### src/rtl/banked_clkdiv.sv
`timescale 1ns/1ps
module banked_clkdiv #(
  parameter int BANKS = 4,
  parameter int LANES = 4,
  parameter int CODEW = 2,
  parameter int MAX_RATIO = 20
) (
  input  logic                   clk_fast,
  input  logic                   mreset,
  input  logic                   pll_en,
  input  logic                   src_xtal,
  input  logic                   ref_ext,
  input  logic                   xtal_in,
  input  logic [BANKS*CODEW-1:0] bank_div,
  input  logic [CODEW-1:0]       fb_div,
  input  logic [BANKS-1:0]       bank_oe,
  output logic [BANKS*LANES-1:0] bank_q,
  output logic [BANKS-1:0]       bank_hiz,
  output logic                   fb_q
);
  localparam int CW = $clog2(MAX_RATIO + 1);

  function automatic logic [CW-1:0] ratio_of(input logic is_fb, input logic [CODEW-1:0] code);
    logic [CW-1:0] r;
    if (is_fb) begin
      case (code)
        2'd0:    r = CW'(6);
        2'd1:    r = CW'(12);
        2'd2:    r = CW'(16);
        default: r = CW'(20);
      endcase
    end else begin
      case (code)
        2'd0:    r = CW'(3);
        2'd1:    r = CW'(4);
        2'd2:    r = CW'(6);
        default: r = CW'(12);
      endcase
    end
    return r;
  endfunction

  logic [BANKS:0] div_q;
  logic           ref_pick;

  assign ref_pick = src_xtal ? xtal_in : ref_ext;

  for (genvar g = 0; g <= BANKS; g++) begin : g_div
    localparam bit IS_FB = (g == BANKS);
    logic [CODEW-1:0] sel;
    logic [CW-1:0]    cnt, ratio, cnt_inc, next_ratio;
    logic             fresh, q;

    if (IS_FB) begin : g_fbsel
      assign sel = fb_div;
    end else begin : g_bksel
      assign sel = bank_div[g*CODEW +: CODEW];
    end

    assign next_ratio = ratio_of(IS_FB, sel);
    assign cnt_inc    = cnt + 1'b1;

    always_ff @(posedge clk_fast or posedge mreset) begin
      if (mreset) begin
        cnt   <= '0;
        ratio <= '0;
        fresh <= 1'b1;
        q     <= 1'b0;
      end else if (fresh || cnt == ratio - 1'b1) begin
        ratio <= next_ratio;
        cnt   <= '0;
        fresh <= 1'b0;
        q     <= 1'b1;
      end else begin
        cnt <= cnt_inc;
        q   <= cnt_inc < (ratio >> 1);
      end
    end

    assign div_q[g] = q;
  end

  for (genvar b = 0; b < BANKS; b++) begin : g_bank
    logic lvl;
    assign lvl = !mreset && (pll_en ? div_q[b] : ref_pick);
    assign bank_hiz[b] = !bank_oe[b];
    assign bank_q[b*LANES +: LANES] = {LANES{bank_oe[b] && lvl}};
  end

  assign fb_q = !mreset && (pll_en ? div_q[BANKS] : ref_pick);
endmodule


### config.mk
export PLATFORM = sky130hd
export DESIGN_NAME = banked_clkdiv
export DESIGN_NICKNAME = d
export VERILOG_FILES = /design/src/rtl/banked_clkdiv.sv
export SDC_FILE = /design/constraint.sdc
export NUM_CORES = 1
export LEC_CHECK = 0
export BUFFER_PORTS_ARGS = -buffer_cell sky130_fd_sc_hd__buf_2
export CORE_ASPECT_RATIO = 0.9
export CORE_MARGIN = 1.5
export CORE_UTILIZATION = 40
export CTS_BUF_LIST = sky130_fd_sc_hd__clkbuf_4
export CTS_CLUSTER_DIAMETER = 50
export DETAILED_ROUTE_END_ITERATION = 8
export PLACE_DENSITY_LB_ADDON = 0.1
export SETUP_SLACK_MARGIN = 0.05
export SLEW_MARGIN = 20
export SYNTH_ARGS = -nofsm -noshare
export SYNTH_HDL_FRONTEND = slang
export SYNTH_SLANG_ARGS = --single-unit
### constraint.sdc
create_clock -name clk_fast -period 2.25 [get_ports clk_fast]
set_input_delay 0.45 -clock clk_fast [delete_from_list [all_inputs] [get_ports clk_fast]]
set_output_delay 0.45 -clock clk_fast [all_outputs]
set_load 0.005 [all_outputs]
Word-level counts from Yosys, hierarchy flattened

Index checks and enable logic that the tools add are counted.

Add/sub/neg operators: 10
Magnitude comparators: 5
Equal/unequal tests: 15
Mux-type cells: 21
Reductions and logical operators: 24

Operators with widths:

| kind                                                               | count |
|---|---|
| 4-bit one-hot mux with 3 select lines                              | 4 |
| 5-bit by 1-bit adder with 5-bit output, second input constant      | 5 |
| 5-bit == test                                                      | 5 |
| 5-bit by 4-bit < comparator with 1-bit output                      | 5 |
| 5-bit 2-to-1 mux                                                   | 5 |
| 5-bit by 1-bit subtractor with 5-bit output, second input constant | 5 |
| 5-bit one-hot mux with 3 select lines                              | 1 |
| 1-bit 2-to-1 mux                                                   | 11 |
| 2-bit by 1-bit == test with 1-bit output, second input constant    | 5 |
| 2-bit == test, second input constant                               | 5 |
| 2-bit logical NOT                                                  | 5 |
| 1-bit logical AND                                                  | 9 |
| 1-bit logical NOT                                                  | 5 |
| 1-bit logical OR                                                   | 5 |

Register bits: 60
Bits of input ports: 20
Output and inout port bits: 21
Logic and storage cells: 95

Logic depth before layout (Yosys ltp)

Gate-level depths: netlist of run 1.

Depth in word-level cells: 4
Gate-level depth with buffers: 7

Least setup slack after synthesis of run 1

No wires, ideal clock.

Path type: register -> register
Start point: reg g_div[1].ratio[0]
End point: reg g_div[1].ratio[0]
Setup time: 0.125 ns
Data arrival time: 1.762 ns
Slack: 0.363 ns
Stages on the path, launching flop included: 7
Path buffers: 0
Period minus slack after synthesis: 1.887 ns
Path through: dfrtp_1 -> inv_1 -> ha_1 -> xnor3_1 -> a22o_1 -> a31oi_4 -> mux2_4

Cells in the longest elaborated chain, start to end: 3

Ends and longest elaborated chain:

| element                                     | line | source |
|---|---|---|
| start: declaration                          | 51   | `logic [CW-1:0] cnt, ratio, cnt_inc, next_ratio;` |
| start signal: assignment                    | 70   | `ratio <= next_ratio;` |
| 5-bit by 1-bit subtractor with 5-bit output | 69   | `end else if (fresh \|\| cnt == ratio - 1'b1) begin` |
| 5-bit == test                               | 69   |  |
| 1-bit logical OR                            | 69   |  |

No other way between the ends.
A chain may end at the register's enable or synchronous reset.

Final worst setup path of run 1

Same ends and word-level chain as after synthesis.

==> flow_summary.html, run 1 <==
<table>
<tr><th>Metric</th><th>Value</th></tr>
<tr><th colspan="2">Synth</th></tr>
<tr><td>Yosys warns</td><td>0</td></tr>
<tr><td>Netlist Area Pre-Place</td><td>~3200 µm²</td></tr>
<tr><td>Primary FF master, synth</td><td>dfrtp_1</td></tr>
<tr><td>Post-synth ARST share</td><td>1.000</td></tr>
<tr><td>Mean area per synthesized cell</td><td>10.61 µm²</td></tr>
<tr><td>Number of storage elements in the synthesis netlist</td><td>55</td></tr>
<tr><td>Sequential share of the synthesized area</td><td>0.4300</td></tr>
<tr><td>Cells after synthesis</td><td>between 300 and 400</td></tr>
<tr><td>Distinct cell type count after synthesis</td><td>38</td></tr>
<tr><td>Number of flops mapped to enable cells by yosys</td><td>0</td></tr>
<tr><th colspan="2">Detailed routing</th></tr>
<tr><td>Number of DRC violations after detailed routing</td><td>0</td></tr>
<tr><td>Total Routed Length</td><td>5.683 mm</td></tr>
<tr><td>Post-detailed-route via-to-cell ratio</td><td>4.775</td></tr>
<tr><td>Count of antenna-violating nets left after detailed routing</td><td>0</td></tr>
<tr><td>Starting DRC count in detailed routing</td><td>45</td></tr>
<tr><td>Total via count in the routed design</td><td>2125</td></tr>
<tr><td>Post-detailed-route wirelength per cell</td><td>12.77 µm</td></tr>
<tr><td>Number of detailed-route iterations in the first pass</td><td>4</td></tr>
<tr><th colspan="2">Setup path</th></tr>
<tr><td>Category of the worst setup path launch point</td><td>register</td></tr>
<tr><td>Number of buffers and inverters on the critical path</td><td>1</td></tr>
<tr><td>CP endpoint kind</td><td>register</td></tr>
<tr><td>CP cell instances</td><td>inv_1 &gt; ha_1 &gt; xnor3_1 &gt; a22o_1 &gt; a31oi_4 &gt; mux2_4</td></tr>
<tr><td>Maximum single-stage delay on the critical path</td><td>about 0.43 ns</td></tr>
<tr><td>Worst EP arrival</td><td>around 2.3 ns</td></tr>
<tr><td>Critical path fanouts, max</td><td>8</td></tr>
<tr><td>Setup slack of the most critical reg-to-reg path</td><td>0.18 ns</td></tr>
<tr><td>Data required time of the critical path</td><td>2.51 ns</td></tr>
<tr><td>Cell with the biggest individual delay on the critical path</td><td>dfrtp_1</td></tr>
<tr><td>Delay-heaviest family, CP</td><td>compound AO/OA/AOI/OAI gates</td></tr>
<tr><td>Start-to-end type of the worst setup path</td><td>register to register</td></tr>
<tr><th colspan="2">Floorplan</th></tr>
<tr><td>Number of top-level pins</td><td>41</td></tr>
<tr><td>Full die area</td><td>8587 µm²</td></tr>
<tr><td>Site row count</td><td>30</td></tr>
<tr><td>Initial Util</td><td>0.4199</td></tr>
<tr><td>Area of the placeable core</td><td>~7700 µm²</td></tr>
<tr><td>Height of the chip</td><td>88.06 µm</td></tr>
<tr><td>Die boundary width</td><td>about 98 µm</td></tr>
<tr><th colspan="2">Place</th></tr>
<tr><td>DP Cell Count</td><td>approximately 440</td></tr>
<tr><td>Post-Place Setup Slack</td><td>0.2090 ns</td></tr>
<tr><td>Detailed placement HPWL</td><td>about 4.5 mm</td></tr>
<tr><td>Cell area reported after detailed placement</td><td>about 3500 µm²</td></tr>
<tr><td>Count of input and output buffers</td><td>40</td></tr>
<tr><td>Last weighted congestion value of the routability-driven placer</td><td>~0.77</td></tr>
<tr><th colspan="2">Final layout</th></tr>
<tr><td>Fraction of final layout cells sized beyond drive strength 1</td><td>0.2092</td></tr>
<tr><td>Antenna diode count</td><td>0</td></tr>
<tr><td>Sequential cell area</td><td>1383 µm²</td></tr>
<tr><td>Core Util, Final</td><td>0.4670</td></tr>
<tr><td>Fill cells</td><td>between 700 and 800</td></tr>
<tr><td>Summed area of non-filler cells in the final layout</td><td>3576 µm²</td></tr>
<tr><td>Area Overhead vs Synth</td><td>11.21%</td></tr>
<tr><td>Final net count</td><td>about 390</td></tr>
<tr><td>Post-layout instance count excluding filler cells</td><td>about 450</td></tr>
<tr><td>Multi-input combinational cell area</td><td>between 1500 and 2000 µm²</td></tr>
<tr><th colspan="2">Global route</th></tr>
<tr><td>Wire length of the first global-routing pass</td><td>roughly 10 mm</td></tr>
<tr><td>Maximum number of pins on one net before global-route repair</td><td>26</td></tr>
<tr><td>Via count of the first global-routing pass</td><td>2119</td></tr>
<tr><td>Total global-route track usage</td><td>0.1457</td></tr>
<tr><td>Antenna violations before repair</td><td>0</td></tr>
<tr><td>Total overflow reported by the global router</td><td>0</td></tr>
<tr><th colspan="2">Clocking</th></tr>
<tr><td>Clk Latency, worst-skew pair</td><td>around 0.36 ns</td></tr>
<tr><td>Bufs on Longest Clock Path</td><td>2</td></tr>
<tr><td>Register clock-pin slew on the reported worst setup and hold paths</td><td>about 0.16 ns</td></tr>
<tr><td>Count of hold-fix buffers inserted at cts</td><td>0</td></tr>
<tr><td>CTS Sinks</td><td>between 50 and 60</td></tr>
<tr><td>Number of buffers inserted during clock tree synthesis</td><td>5</td></tr>
<tr><td>TritonCTS clock tree</td><td>built</td></tr>
<tr><td>H-tree lvl count</td><td>2</td></tr>
<tr><td>Post-CTS setup-driven buffer insertion count</td><td>0</td></tr>
<tr><td>Number of instances resized during post-cts repair</td><td>0</td></tr>
<tr><td>Library cell used as clock root buffer</td><td>clkbuf_4</td></tr>
<tr><th colspan="2">STA</th></tr>
<tr><td>Unrepaired setup endpoints after global routing</td><td>false</td></tr>
<tr><td>Number of failing setup endpoints in the final timing report</td><td>0</td></tr>
<tr><td>Worst hold slack after final layout</td><td>between 0.15 and 0.2 ns</td></tr>
<tr><td>Relative slew slack</td><td>0.6238</td></tr>
<tr><td>Fin Setup TNS</td><td>0 ns</td></tr>
<tr><td>Final count of pins violating max slew</td><td>0</td></tr>
<tr><td>Peak clock frequency supported by timing</td><td>roughly 0.48 GHz</td></tr>
<tr><td>Worst-Margin Slew</td><td>0.5635 ns</td></tr>
<tr><td>Worst Skew</td><td>between 0.02 and 0.025 ns</td></tr>
<tr><td>Fin crit period</td><td>2.067 ns</td></tr>
<tr><td>Setup slack of the critical path after layout</td><td>roughly 0.18 ns</td></tr>
<tr><td>Final period util</td><td>0.9187</td></tr>
<tr><td>Final count of hold timing violations</td><td>0</td></tr>
<tr><th colspan="2">Power and ir drop</th></tr>
<tr><td>Max rail drop VDD</td><td>about 0.42 mV</td></tr>
<tr><td>Leakage dissipation</td><td>around 1.8 nW</td></tr>
<tr><td>Final total power</td><td>around 2.7 mW</td></tr>
<tr><td>Power density over the cells</td><td>approximately 770 nW/µm²</td></tr>
<tr><th colspan="2">Worst hold path</th></tr>
<tr><td>Hold crit path type</td><td>input pin to asynchronous set/reset pin</td></tr>
<tr><th colspan="2">Job</th></tr>
<tr><td>MaxCap Viol Count</td><td>0</td></tr>
<tr><th colspan="2">Outcome</th></tr>
<tr><td>Outcome</td><td>finished, final reports clean</td></tr>
</table>
==> cells in the mapped netlist (all sizes together), types with 6 or more instances <==
master	instances	area share
dfrtp	50	0.39
xnor2	34	0.093
inv	28	0.033
ha	21	0.082
nor2	20	0.023
xor2	16	0.044
buf	14	0.031
and2	13	0.026
mux2i	13	0.040
nor3	11	0.017
a21oi	9	0.014
nand2	8	0.0093
nand3	8	0.012
nor2b	7	0.014
and3	6	0.012
mux2	6	0.022
==> metal layers <==
metal  share of wire  wire [µm]  vias up  track usage
met5               0          0        -            0
met4          0.0055         31        0      0.03506
met3           0.024        137        2      0.02873
met2            0.48       2716       19       0.2431
met1            0.49       2798     1015       0.1979
li1                -          -     1089            -
==> cells in the final DEF, fill, tap and decap left out, types with 3 or more instances in the layout <==
| cell type | count |
|---|---|
| clkbuf_4 | 6 |
| and3_1 | 6 |
| dfstp_2 | 5 |
| inv_1 | 27 |
| buf_2 | 40 |
| buf_4 | 7 |
| ha_1 | 21 |
| nor2_1 | 20 |
| mux2_2 | 5 |
| nand2_1 | 8 |
| nor3_1 | 11 |
| nor3b_1 | 4 |
| mux2i_1 | 13 |
| xnor2_1 | 34 |
| and2_2 | 3 |
| a21oi_1 | 9 |
| nand3_1 | 8 |
| dfrtp_1 | 50 |
| conb_1 | 5 |
| a21o_1 | 4 |
| and2_1 | 10 |
| nor2b_1 | 7 |
| o31ai_1 | 5 |
| xor2_1 | 16 |
==> logic make-up (layout without fill, tap and decap cells) <==
family | Yosys count | count (layout) | synth area share
flip-flops | 55 | 55 | 0.4300
multiplexers | 19 | 19 | 0.06264
XOR/XNOR | 51 | 51 | 0.1432
other | 1 | 5 | 0.001166
adder cells (fa/ha/maj) | 21 | 21 | 0.08171
buffers and inverters | 42 | 84 | 0.06381
AND/OR/NAND/NOR | 80 | 80 | 0.1292
AO/OA/AOI/OAI | 34 | 34 | 0.08833
==> state kept, by name, summed over array words and instances, names as in the netlist <==
signal / flops
g_div.cnt: 25
g_div.ratio: 20
g_div.fresh: 5
g_div.q: 5
==> final cells by class <==
class,count,area share
repair buffers,48,0.07628
clock buffers,6,0.01260
inverters,28,0.02939
clock inverters,2,0.002099
multi-input cells,210,0.4594
well taps,96,0.03359
flip-flops and latches,55,0.3866
==> final timing paths <==
kind / from / endpoint / depth (start not counted)
min reg2reg: g_div[4].fresh$_DFFE_PP1N_ / g_div[4].cnt[0]$_DFF_PP0_ / 1
max reg2reg: g_div[1].ratio[0]$_DFFE_PP0P_ / g_div[1].ratio[0]$_DFFE_PP0P_ / 6
max in group asynchronous: mreset / g_div[3].fresh$_DFFE_PP1P_ / 3
min: mreset / g_div[2].cnt[1]$_DFF_PP0_ / 2
max: g_div[1].ratio[0]$_DFFE_PP0P_ / g_div[1].ratio[0]$_DFFE_PP0P_ / 6
min in group clk_fast: bank_div[4] / g_div[2].ratio[1]$_DFFE_PP0P_ / 2
==> report_power, final <==
group | total, mW | switching (mW) | leakage (nW) | internal [mW]
combinational | 1.03 | 0.500 | 1.08 | 0.534
sequential | 1.30 | 0.150 | 0.677 | 1.15
clock | 0.416 | 0.287 | 0.0307 | 0.129
total | 2.75 | 0.937 | 1.79 | 1.81
Power figures use the tool's default switching activity.
==> run 2: changes to the inputs <==
CORE_MARGIN = default   (was 1.5)
SETUP_SLACK_MARGIN = 0.4   (was 0.05)
==> run 2 against run 1 <==
Net effect:
- worst setup slack better by 0.23 ns
- design area increased by 5.9%
- clock power grew 30%
- via count grew 3.2%
- sequential share of layout area down 2.1 points
- clock-buffer cell count fell by 1
- combinational power up 12%
- critical endpoint is now bank_q[8]
- highest routed layer unchanged
==> flow_summary.html, run 2 (synthesis gave the netlist of run 1 again) <==
<table>
<tr><th>Metric</th><th>Value</th></tr>
<tr><th colspan="2">STA</th></tr>
<tr><td>Final count of pins violating max slew</td><td>0</td></tr>
<tr><td>Final count of hold timing violations</td><td>0</td></tr>
<tr><td>Fin Setup TNS</td><td>0 ns</td></tr>
<tr><td>Number of failing setup endpoints in the final timing report</td><td>0</td></tr>
<tr><td>Peak clock frequency supported by timing</td><td>between 0.5 and 0.6 GHz</td></tr>
<tr><td>Fin crit period</td><td>~1.8 ns</td></tr>
<tr><td>Worst-Margin Slew</td><td>about 0.52 ns</td></tr>
<tr><td>Unrepaired setup endpoints after global routing</td><td>true</td></tr>
<tr><td>Final period util</td><td>0.8177</td></tr>
<tr><td>Worst Skew</td><td>roughly 0.013 ns</td></tr>
<tr><td>Relative slew slack</td><td>0.6481</td></tr>
<tr><th colspan="2">Job</th></tr>
<tr><td>MaxCap Viol Count</td><td>0</td></tr>
<tr><th colspan="2">Final layout</th></tr>
<tr><td>Summed area of non-filler cells in the final layout</td><td>around 3800 µm²</td></tr>
<tr><td>Most common cell after layout, fill and taps aside</td><td>dfrtp_1</td></tr>
<tr><td>Highest-count cells in the layout ignoring fill and taps</td><td>47 x dfrtp_1, 39 x buf_2, 34 x xnor2_1, 25 x inv_1, 21 x buf_4</td></tr>
<tr><td>Multi-input combinational cell area</td><td>approximately 1700 µm²</td></tr>
<tr><td>Sequential cell area</td><td>approximately 1400 µm²</td></tr>
<tr><td>Fraction of final layout cells sized beyond drive strength 1</td><td>0.2865</td></tr>
<tr><td>Final net count</td><td>403</td></tr>
<tr><td>Fill cells</td><td>754</td></tr>
<tr><td>Antenna diode count</td><td>0</td></tr>
<tr><td>Largest register FFs</td><td>25</td></tr>
<tr><td>Register containing the most flip-flops in the final layout</td><td>g_div.cnt</td></tr>
<tr><td>Leading registers by flop count</td><td>g_div.cnt (25), g_div.ratio (20)</td></tr>
<tr><td>Area Overhead vs Synth</td><td>17.78%</td></tr>
<tr><th colspan="2">Place</th></tr>
<tr><td>Detailed placement HPWL</td><td>about 4.4 mm</td></tr>
<tr><td>Last weighted congestion value of the routability-driven placer</td><td>0.7736</td></tr>
<tr><td>Cell area reported after detailed placement</td><td>between 3000 and 4000 µm²</td></tr>
<tr><td>Count of input and output buffers</td><td>40</td></tr>
<tr><th colspan="2">Floorplan</th></tr>
<tr><td>Die boundary width</td><td>just under 100 µm</td></tr>
<tr><td>Site row count</td><td>30</td></tr>
<tr><td>Number of top-level pins</td><td>between 40 and 50</td></tr>
<tr><td>Full die area</td><td>roughly 8400 µm²</td></tr>
<tr><td>Initial Util</td><td>0.4199</td></tr>
<tr><td>Height of the chip</td><td>~87 µm</td></tr>
<tr><td>Area of the placeable core</td><td>roughly 7700 µm²</td></tr>
<tr><th colspan="2">Clocking</th></tr>
<tr><td>H-tree lvl count</td><td>2</td></tr>
<tr><td>Number of buffers inserted during clock tree synthesis</td><td>5</td></tr>
<tr><td>Register clock-pin slew on the reported worst setup and hold paths</td><td>between 0.15 and 0.2 ns</td></tr>
<tr><td>Clk Latency, worst-skew pair</td><td>between 0.3 and 0.4 ns</td></tr>
<tr><td>CTS Sinks</td><td>55</td></tr>
<tr><td>Library cell used as clock root buffer</td><td>clkbuf_4</td></tr>
<tr><td>TritonCTS clock tree</td><td>built</td></tr>
<tr><td>Bufs on Longest Clock Path</td><td>2</td></tr>
<tr><th colspan="2">Global route</th></tr>
<tr><td>Wire length of the first global-routing pass</td><td>roughly 9.8 mm</td></tr>
<tr><td>Maximum number of pins on one net before global-route repair</td><td>32</td></tr>
<tr><td>Antenna violations before repair</td><td>0</td></tr>
<tr><td>Total global-route track usage</td><td>0.1535</td></tr>
<tr><td>Via count of the first global-routing pass</td><td>approximately 2100</td></tr>
<tr><td>Total overflow reported by the global router</td><td>0</td></tr>
<tr><th colspan="2">Worst hold path</th></tr>
<tr><td>Hold crit path type</td><td>input pin to asynchronous set/reset pin</td></tr>
<tr><th colspan="2">Detailed routing</th></tr>
<tr><td>Total via count in the routed design</td><td>2194</td></tr>
<tr><td>Post-detailed-route wirelength per cell</td><td>12.94 µm</td></tr>
<tr><td>Post-detailed-route via-to-cell ratio</td><td>roughly 4.8</td></tr>
<tr><td>Total Routed Length</td><td>between 5 and 6 mm</td></tr>
<tr><td>Count of antenna-violating nets left after detailed routing</td><td>0</td></tr>
<tr><td>Number of DRC violations after detailed routing</td><td>0</td></tr>
<tr><td>Starting DRC count in detailed routing</td><td>67</td></tr>
<tr><td>Number of detailed-route iterations in the first pass</td><td>4</td></tr>
<tr><th colspan="2">Setup path</th></tr>
<tr><td>Category of the worst setup path launch point</td><td>input pin</td></tr>
<tr><td>Critical register-to-register path startpoint</td><td>g_div[4].cnt[0]$_DFF_PP0_</td></tr>
<tr><td>Reg2reg path depth</td><td>6</td></tr>
<tr><td>Data required time of the critical path</td><td>1.80 ns</td></tr>
<tr><td>CP endpoint kind</td><td>output pin</td></tr>
<tr><td>Setup slack of the most critical reg-to-reg path</td><td>about 0.46 ns</td></tr>
<tr><td>Critical path fanouts, max</td><td>4</td></tr>
<tr><td>Reg-to-reg critical path endpoint</td><td>g_div[4].q$_DFF_PP0_</td></tr>
<tr><td>Start-to-end type of the worst setup path</td><td>input pin to output pin</td></tr>
<tr><td>Worst EP arrival</td><td>1.39 ns</td></tr>
<tr><th colspan="2">Power and ir drop</th></tr>
<tr><td>Leakage dissipation</td><td>1.877 nW</td></tr>
<tr><td>Max rail drop VDD</td><td>about 0.47 mV</td></tr>
<tr><td>Power density over the cells</td><td>about 790 nW/µm²</td></tr>
<tr><th colspan="2">Outcome</th></tr>
<tr><td>Outcome</td><td>finished, final reports clean</td></tr>
</table>
[run 2: worst max-delay path by stage]
stage / from / cells after the start / endpoint
2_1_floorplan: g_div[1].ratio[0]$_DFFE_PP0P_ / 6 / g_div[1].ratio[0]$_DFFE_PP0P_
3_3_place_gp: src_xtal / 6 / bank_q[8]
3_5_place_dp: src_xtal / 6 / bank_q[8]
4_1_cts: g_div[4].cnt[0]$_DFF_PP0_ / 6 / g_div[4].q$_DFF_PP0_
5_1_grt: src_xtal / 7 / bank_q[10]
6_report: src_xtal / 7 / bank_q[8]
[run 2: what timing repair did]
item / CTS / global route
setup endpoints to repair: 21 / 42
gates cloned: 0 / 0
hold buffers: 0 / 0
gates resized for setup: 5 / 15
buffers inserted: 8 / 9
pin swaps: 4 / 5
[run 2: layer usage]
layer  global-route usage  part of all wire  wire, µm  vias up
met1               0.2054              0.48      2878     1043
met2               0.2542              0.48      2876       26
met4              0.04011            0.0084        50        0
li1                     -                 -         -     1120
met5                    0                 0         0        -
met3              0.02880             0.022       133        5
[run 2: final cells by class]
type | instances | share of cell area
multi-input cells | 210 | 0.4529
flip-flops and latches | 55 | 0.3660
repair buffers | 62 | 0.1014
well taps | 96 | 0.03171
inverters | 28 | 0.02775
clock inverters | 3 | 0.01024
clock buffers | 5 | 0.009911
[run 2: per-stage QoR]
stage | instances | hold WS, ns | setup slack, ns | total power, mW | util
5_1_grt | 459 | 0.1708 | 0.3019 | 3.226 | 0.4946
6_report | 459 | 0.1520 | 0.4103 | 2.988 | 0.4946
3_3_place_gp | 434 | 0.4861 | 0.2442 | 2.328 | 0.4572
4_1_cts | 450 | 0.1445 | 0.4038 | 2.968 | 0.4775
2_1_floorplan | 307 | 0.4688 | 0.4272 | 2.120 | -
3_5_place_dp | 434 | 0.5075 | 0.1903 | 2.343 | 0.4572
[run 2: critical path: stages]
cell,delay (ns)
buf_6,0.09
mux2i_1,0.11
nor2_2,0.18
buf_4,0.15
a21oi_4,0.03
nor3_4,0.22
buf_2,0.15
[run 2: power breakdown]
part | total [mW] | switching (mW) | internal, mW
clock network | 0.542 | 0.313 | 0.229
logic | 1.15 | 0.539 | 0.606
registers | 1.30 | 0.151 | 1.15
total | 2.99 | 1.00 | 1.98
==> run 3: changes to the inputs <==
clock period = 1.65 ns   (was 2.25 ns; I/O delays follow)
==> run 3 against run 2 <==
Net effect:
- the run now ends with setup timing left
- wire length rose by 6.4%
- clock skew fell by 0.0045 ns
- non-clock buffer count rose by 35
- global-route usage rose by 0.90 points
- clock power rose by 14%
- via count rose by 6.1%
- critical path type is now register to register
- largest cell class unchanged
- highest routed layer unchanged
==> flow_summary.html, run 3 (synthesis gave the netlist of run 1 again) <==
<table>
<tr><th>Metric</th><th>Value</th></tr>
<tr><th colspan="2">Final layout</th></tr>
<tr><td>Most common cell after layout, fill and taps aside</td><td>dfrtp_1</td></tr>
<tr><td>Fill cells</td><td>slightly below 700</td></tr>
<tr><td>Fraction of final layout cells sized beyond drive strength 1</td><td>0.4724</td></tr>
<tr><td>Largest register FFs</td><td>25</td></tr>
<tr><td>Leading registers by flop count</td><td>g_div.cnt (25), g_div.ratio (20)</td></tr>
<tr><td>Core Util, Final</td><td>0.5776</td></tr>
<tr><td>Summed area of non-filler cells in the final layout</td><td>roughly 4400 µm²</td></tr>
<tr><td>Highest-count cells in the layout ignoring fill and taps</td><td>49 x dfrtp_1, 45 x buf_4, 39 x buf_2, 26 x xnor2_1, 17 x inv_1</td></tr>
<tr><td>Register containing the most flip-flops in the final layout</td><td>g_div.cnt</td></tr>
<tr><td>Final net count</td><td>438</td></tr>
<tr><td>Antenna diode count</td><td>0</td></tr>
<tr><td>Area Overhead vs Synth</td><td>37.55%</td></tr>
<tr><th colspan="2">Power and ir drop</th></tr>
<tr><td>Power density over the cells</td><td>between 1000 and 1500 nW/µm²</td></tr>
<tr><td>Max rail drop VDD</td><td>between 0.4 and 0.5 mV</td></tr>
<tr><td>Leakage dissipation</td><td>about 2.1 nW</td></tr>
<tr><th colspan="2">Setup path</th></tr>
<tr><td>Maximum single-stage delay on the critical path</td><td>around 0.42 ns</td></tr>
<tr><td>Crit path depth</td><td>6</td></tr>
<tr><td>CP cell instances</td><td>inv_2 &gt; ha_4 &gt; xnor3_1 &gt; a22o_1 &gt; a31oi_4 &gt; mux2_4</td></tr>
<tr><td>Cell with the biggest individual delay on the critical path</td><td>dfrtp_1</td></tr>
<tr><td>Data required time of the critical path</td><td>about 1.9 ns</td></tr>
<tr><td>Critical register-to-register path startpoint</td><td>g_div[1].ratio[0]$_DFFE_PP0P_</td></tr>
<tr><td>Startpoint of the most critical setup path</td><td>g_div[1].ratio[0]$_DFFE_PP0P_</td></tr>
<tr><td>Worst setup path end</td><td>g_div[1].ratio[0]$_DFFE_PP0P_</td></tr>
<tr><td>Reg-to-reg critical path endpoint</td><td>g_div[1].ratio[0]$_DFFE_PP0P_</td></tr>
<tr><td>Setup slack of the most critical reg-to-reg path</td><td>-0.11 ns</td></tr>
<tr><td>Number of buffers and inverters on the critical path</td><td>1</td></tr>
<tr><td>Start-to-end type of the worst setup path</td><td>register to register</td></tr>
<tr><td>Delay-heaviest family, CP</td><td>compound AO/OA/AOI/OAI gates</td></tr>
<tr><td>Worst EP arrival</td><td>2.03 ns</td></tr>
<tr><td>CP endpoint kind</td><td>register</td></tr>
<tr><td>Category of the worst setup path launch point</td><td>register</td></tr>
<tr><td>Critical path fanouts, max</td><td>4</td></tr>
<tr><td>Reg2reg path depth</td><td>6</td></tr>
<tr><th colspan="2">STA</th></tr>
<tr><td>Setup slack of the critical path after layout</td><td>-0.1088 ns</td></tr>
<tr><td>Worst Skew</td><td>approximately 0.0086 ns</td></tr>
<tr><td>Fin crit period</td><td>around 1.8 ns</td></tr>
<tr><td>Peak clock frequency supported by timing</td><td>0.5686 GHz</td></tr>
<tr><td>Number of failing setup endpoints in the final timing report</td><td>15</td></tr>
<tr><td>Final count of hold timing violations</td><td>0</td></tr>
<tr><td>Unrepaired setup endpoints after global routing</td><td>true</td></tr>
<tr><td>Final period util</td><td>1.066</td></tr>
<tr><td>Final count of pins violating max slew</td><td>0</td></tr>
<tr><th colspan="2">Clocking</th></tr>
<tr><td>TritonCTS clock tree</td><td>built</td></tr>
<tr><td>H-tree lvl count</td><td>2</td></tr>
<tr><td>CTS Sinks</td><td>55</td></tr>
<tr><td>Register clock-pin slew on the reported worst setup and hold paths</td><td>approximately 0.15 ns</td></tr>
<tr><td>Bufs on Longest Clock Path</td><td>2</td></tr>
<tr><td>Count of hold-fix buffers inserted at cts</td><td>0</td></tr>
<tr><td>Number of buffers inserted during clock tree synthesis</td><td>5</td></tr>
<tr><td>Clk Latency, worst-skew pair</td><td>between 0.3 and 0.4 ns</td></tr>
<tr><td>Library cell used as clock root buffer</td><td>clkbuf_4</td></tr>
<tr><th colspan="2">Place</th></tr>
<tr><td>Cell area reported after detailed placement</td><td>3834 µm²</td></tr>
<tr><td>Detailed placement HPWL</td><td>around 4.6 mm</td></tr>
<tr><td>Count of input and output buffers</td><td>40</td></tr>
<tr><td>Last weighted congestion value of the routability-driven placer</td><td>between 0.8 and 0.9</td></tr>
<tr><th colspan="2">Global route</th></tr>
<tr><td>Via count of the first global-routing pass</td><td>2337</td></tr>
<tr><td>Total overflow reported by the global router</td><td>0</td></tr>
<tr><td>Wire length of the first global-routing pass</td><td>10.58 mm</td></tr>
<tr><td>Antenna violations before repair</td><td>0</td></tr>
<tr><td>Maximum number of pins on one net before global-route repair</td><td>23</td></tr>
<tr><td>Total global-route track usage</td><td>0.1624</td></tr>
<tr><th colspan="2">Detailed routing</th></tr>
<tr><td>Count of antenna-violating nets left after detailed routing</td><td>0</td></tr>
<tr><td>Number of detailed-route iterations in the first pass</td><td>4</td></tr>
<tr><td>Total Routed Length</td><td>about 6.3 mm</td></tr>
<tr><td>Post-detailed-route via-to-cell ratio</td><td>4.711</td></tr>
<tr><td>Post-detailed-route wirelength per cell</td><td>approximately 13 µm</td></tr>
<tr><td>Starting DRC count in detailed routing</td><td>46</td></tr>
<tr><td>Number of DRC violations after detailed routing</td><td>0</td></tr>
<tr><td>Total via count in the routed design</td><td>roughly 2300</td></tr>
<tr><th colspan="2">Floorplan</th></tr>
<tr><td>Initial Util</td><td>0.4199</td></tr>
<tr><td>Full die area</td><td>between 8000 and 9000 µm²</td></tr>
<tr><td>Area of the placeable core</td><td>between 7000 and 8000 µm²</td></tr>
<tr><td>Site row count</td><td>30</td></tr>
<tr><td>Die boundary width</td><td>just under 100 µm</td></tr>
<tr><td>Number of top-level pins</td><td>between 40 and 50</td></tr>
<tr><td>Height of the chip</td><td>between 80 and 90 µm</td></tr>
<tr><th colspan="2">Worst hold path</th></tr>
<tr><td>Hold crit path type</td><td>input pin to asynchronous set/reset pin</td></tr>
<tr><th colspan="2">Outcome</th></tr>
<tr><td>Outcome</td><td>complete, but fails checks</td></tr>
<tr><td>Violations in the final reports</td><td>setup timing</td></tr>
<tr><th colspan="2">Job</th></tr>
<tr><td>MaxCap Viol Count</td><td>0</td></tr>
</table>
## run 3: cell types whose count changed in the layout (fill, tap and decap cells not counted), moves of 5 or more
cell | previous run | this run
buf_6 | 1 | 11
xnor2_2 | 0 | 8
buf_4 | 21 | 45
and2_4 | 0 | 9
ha_4 | 1 | 7
nor2_1 | 19 | 14
inv_2 | 3 | 10
mux2_4 | 1 | 6
mux2_2 | 5 | 0
a21oi_1 | 8 | 2
xnor2_1 | 34 | 26
ha_1 | 20 | 14
inv_1 | 25 | 17
and2_1 | 10 | 2
## run 3: timing repair
item	CTS	global route
setup endpoints to repair	66	66
buffers inserted	16	8
pin swaps	24	12
gates resized for setup	56	19
## run 3: layout make-up
cell class,instances,area (µm²),share of cell area
Multi-Input combinational cell,210,2058,0.4653
Clock buffer,8,60.06,0.01358
Tap cell,96,120.1,0.02716
Sequential cell,55,1384,0.3129
Timing Repair Buffer,97,691.9,0.1564
Inverter,28,108.9,0.02461
## run 3: worst min-delay path by stage
| stage | startpoint | endpoint | slack [ns] | cells after the start |
|---|---|---|---|---|
| finish | mreset | g_div[1].q$_DFF_PP0_ | 0.12 | 2 |
| global route | bank_div[4] | g_div[2].ratio[1]$_DFFE_PP0P_ | 0.12 | 2 |
| CTS | mreset | g_div[1].ratio[3]$_DFFE_PP0P_ | 0.09 | 2 |
| detailed placement | mreset | g_div[1].cnt[3]$_DFF_PP0_ | 0.50 | 2 |
| global placement | mreset | g_div[1].q$_DFF_PP0_ | 0.49 | 2 |
| floorplan | mreset | g_div[0].cnt[0]$_DFF_PP0_ | 0.40 | 1 |
## run 3: routing by layer
layer | track usage | vias to the layer above | routed length [µm]
li1 | - | 1190 | -
met1 | 0.2173 | 1098 | 2978
met2 | 0.2644 | 30 | 3101
met3 | 0.02356 | 9 | 124
met4 | 0.06417 | 0 | 116
met5 | 0 | - | 0
## run 3: report_power, final
| group | switching, mW | internal, mW |
|---|---|---|
| Combinational | 0.960 | 1.27 |
| Sequential | 0.213 | 1.57 |
| Clock | 0.400 | 0.221 |
| Total | 1.57 | 3.05 |
## run 3: worst register-to-register path: cells and delay by family, from the launching register on
kind,cells,cell delay (ns)
multiplexers,1,0.33
AO/OA/AOI/OAI,2,0.49
buffers and inverters,1,0.08
adder cells (fa/ha/maj),1,0.14
flip-flops,1,0.42
XOR/XNOR,1,0.21
## run 3: metrics by stage
stage	instances	power [mW]	setup TNS (ns)	hold WS [ns]	worst slack (ns)
after detailed placement	462	3.476	-1.195	0.4972	-0.1628
after floorplan	307	2.985	-0.2226	0.4023	-0.1046
final	494	4.625	-0.6600	0.1177	-0.1088
after global placement	462	3.447	-0.6327	0.4898	-0.1215
after global routing	494	4.973	-2.524	0.1220	-0.1798
after CTS	486	4.540	-0.6301	0.08527	-0.1234
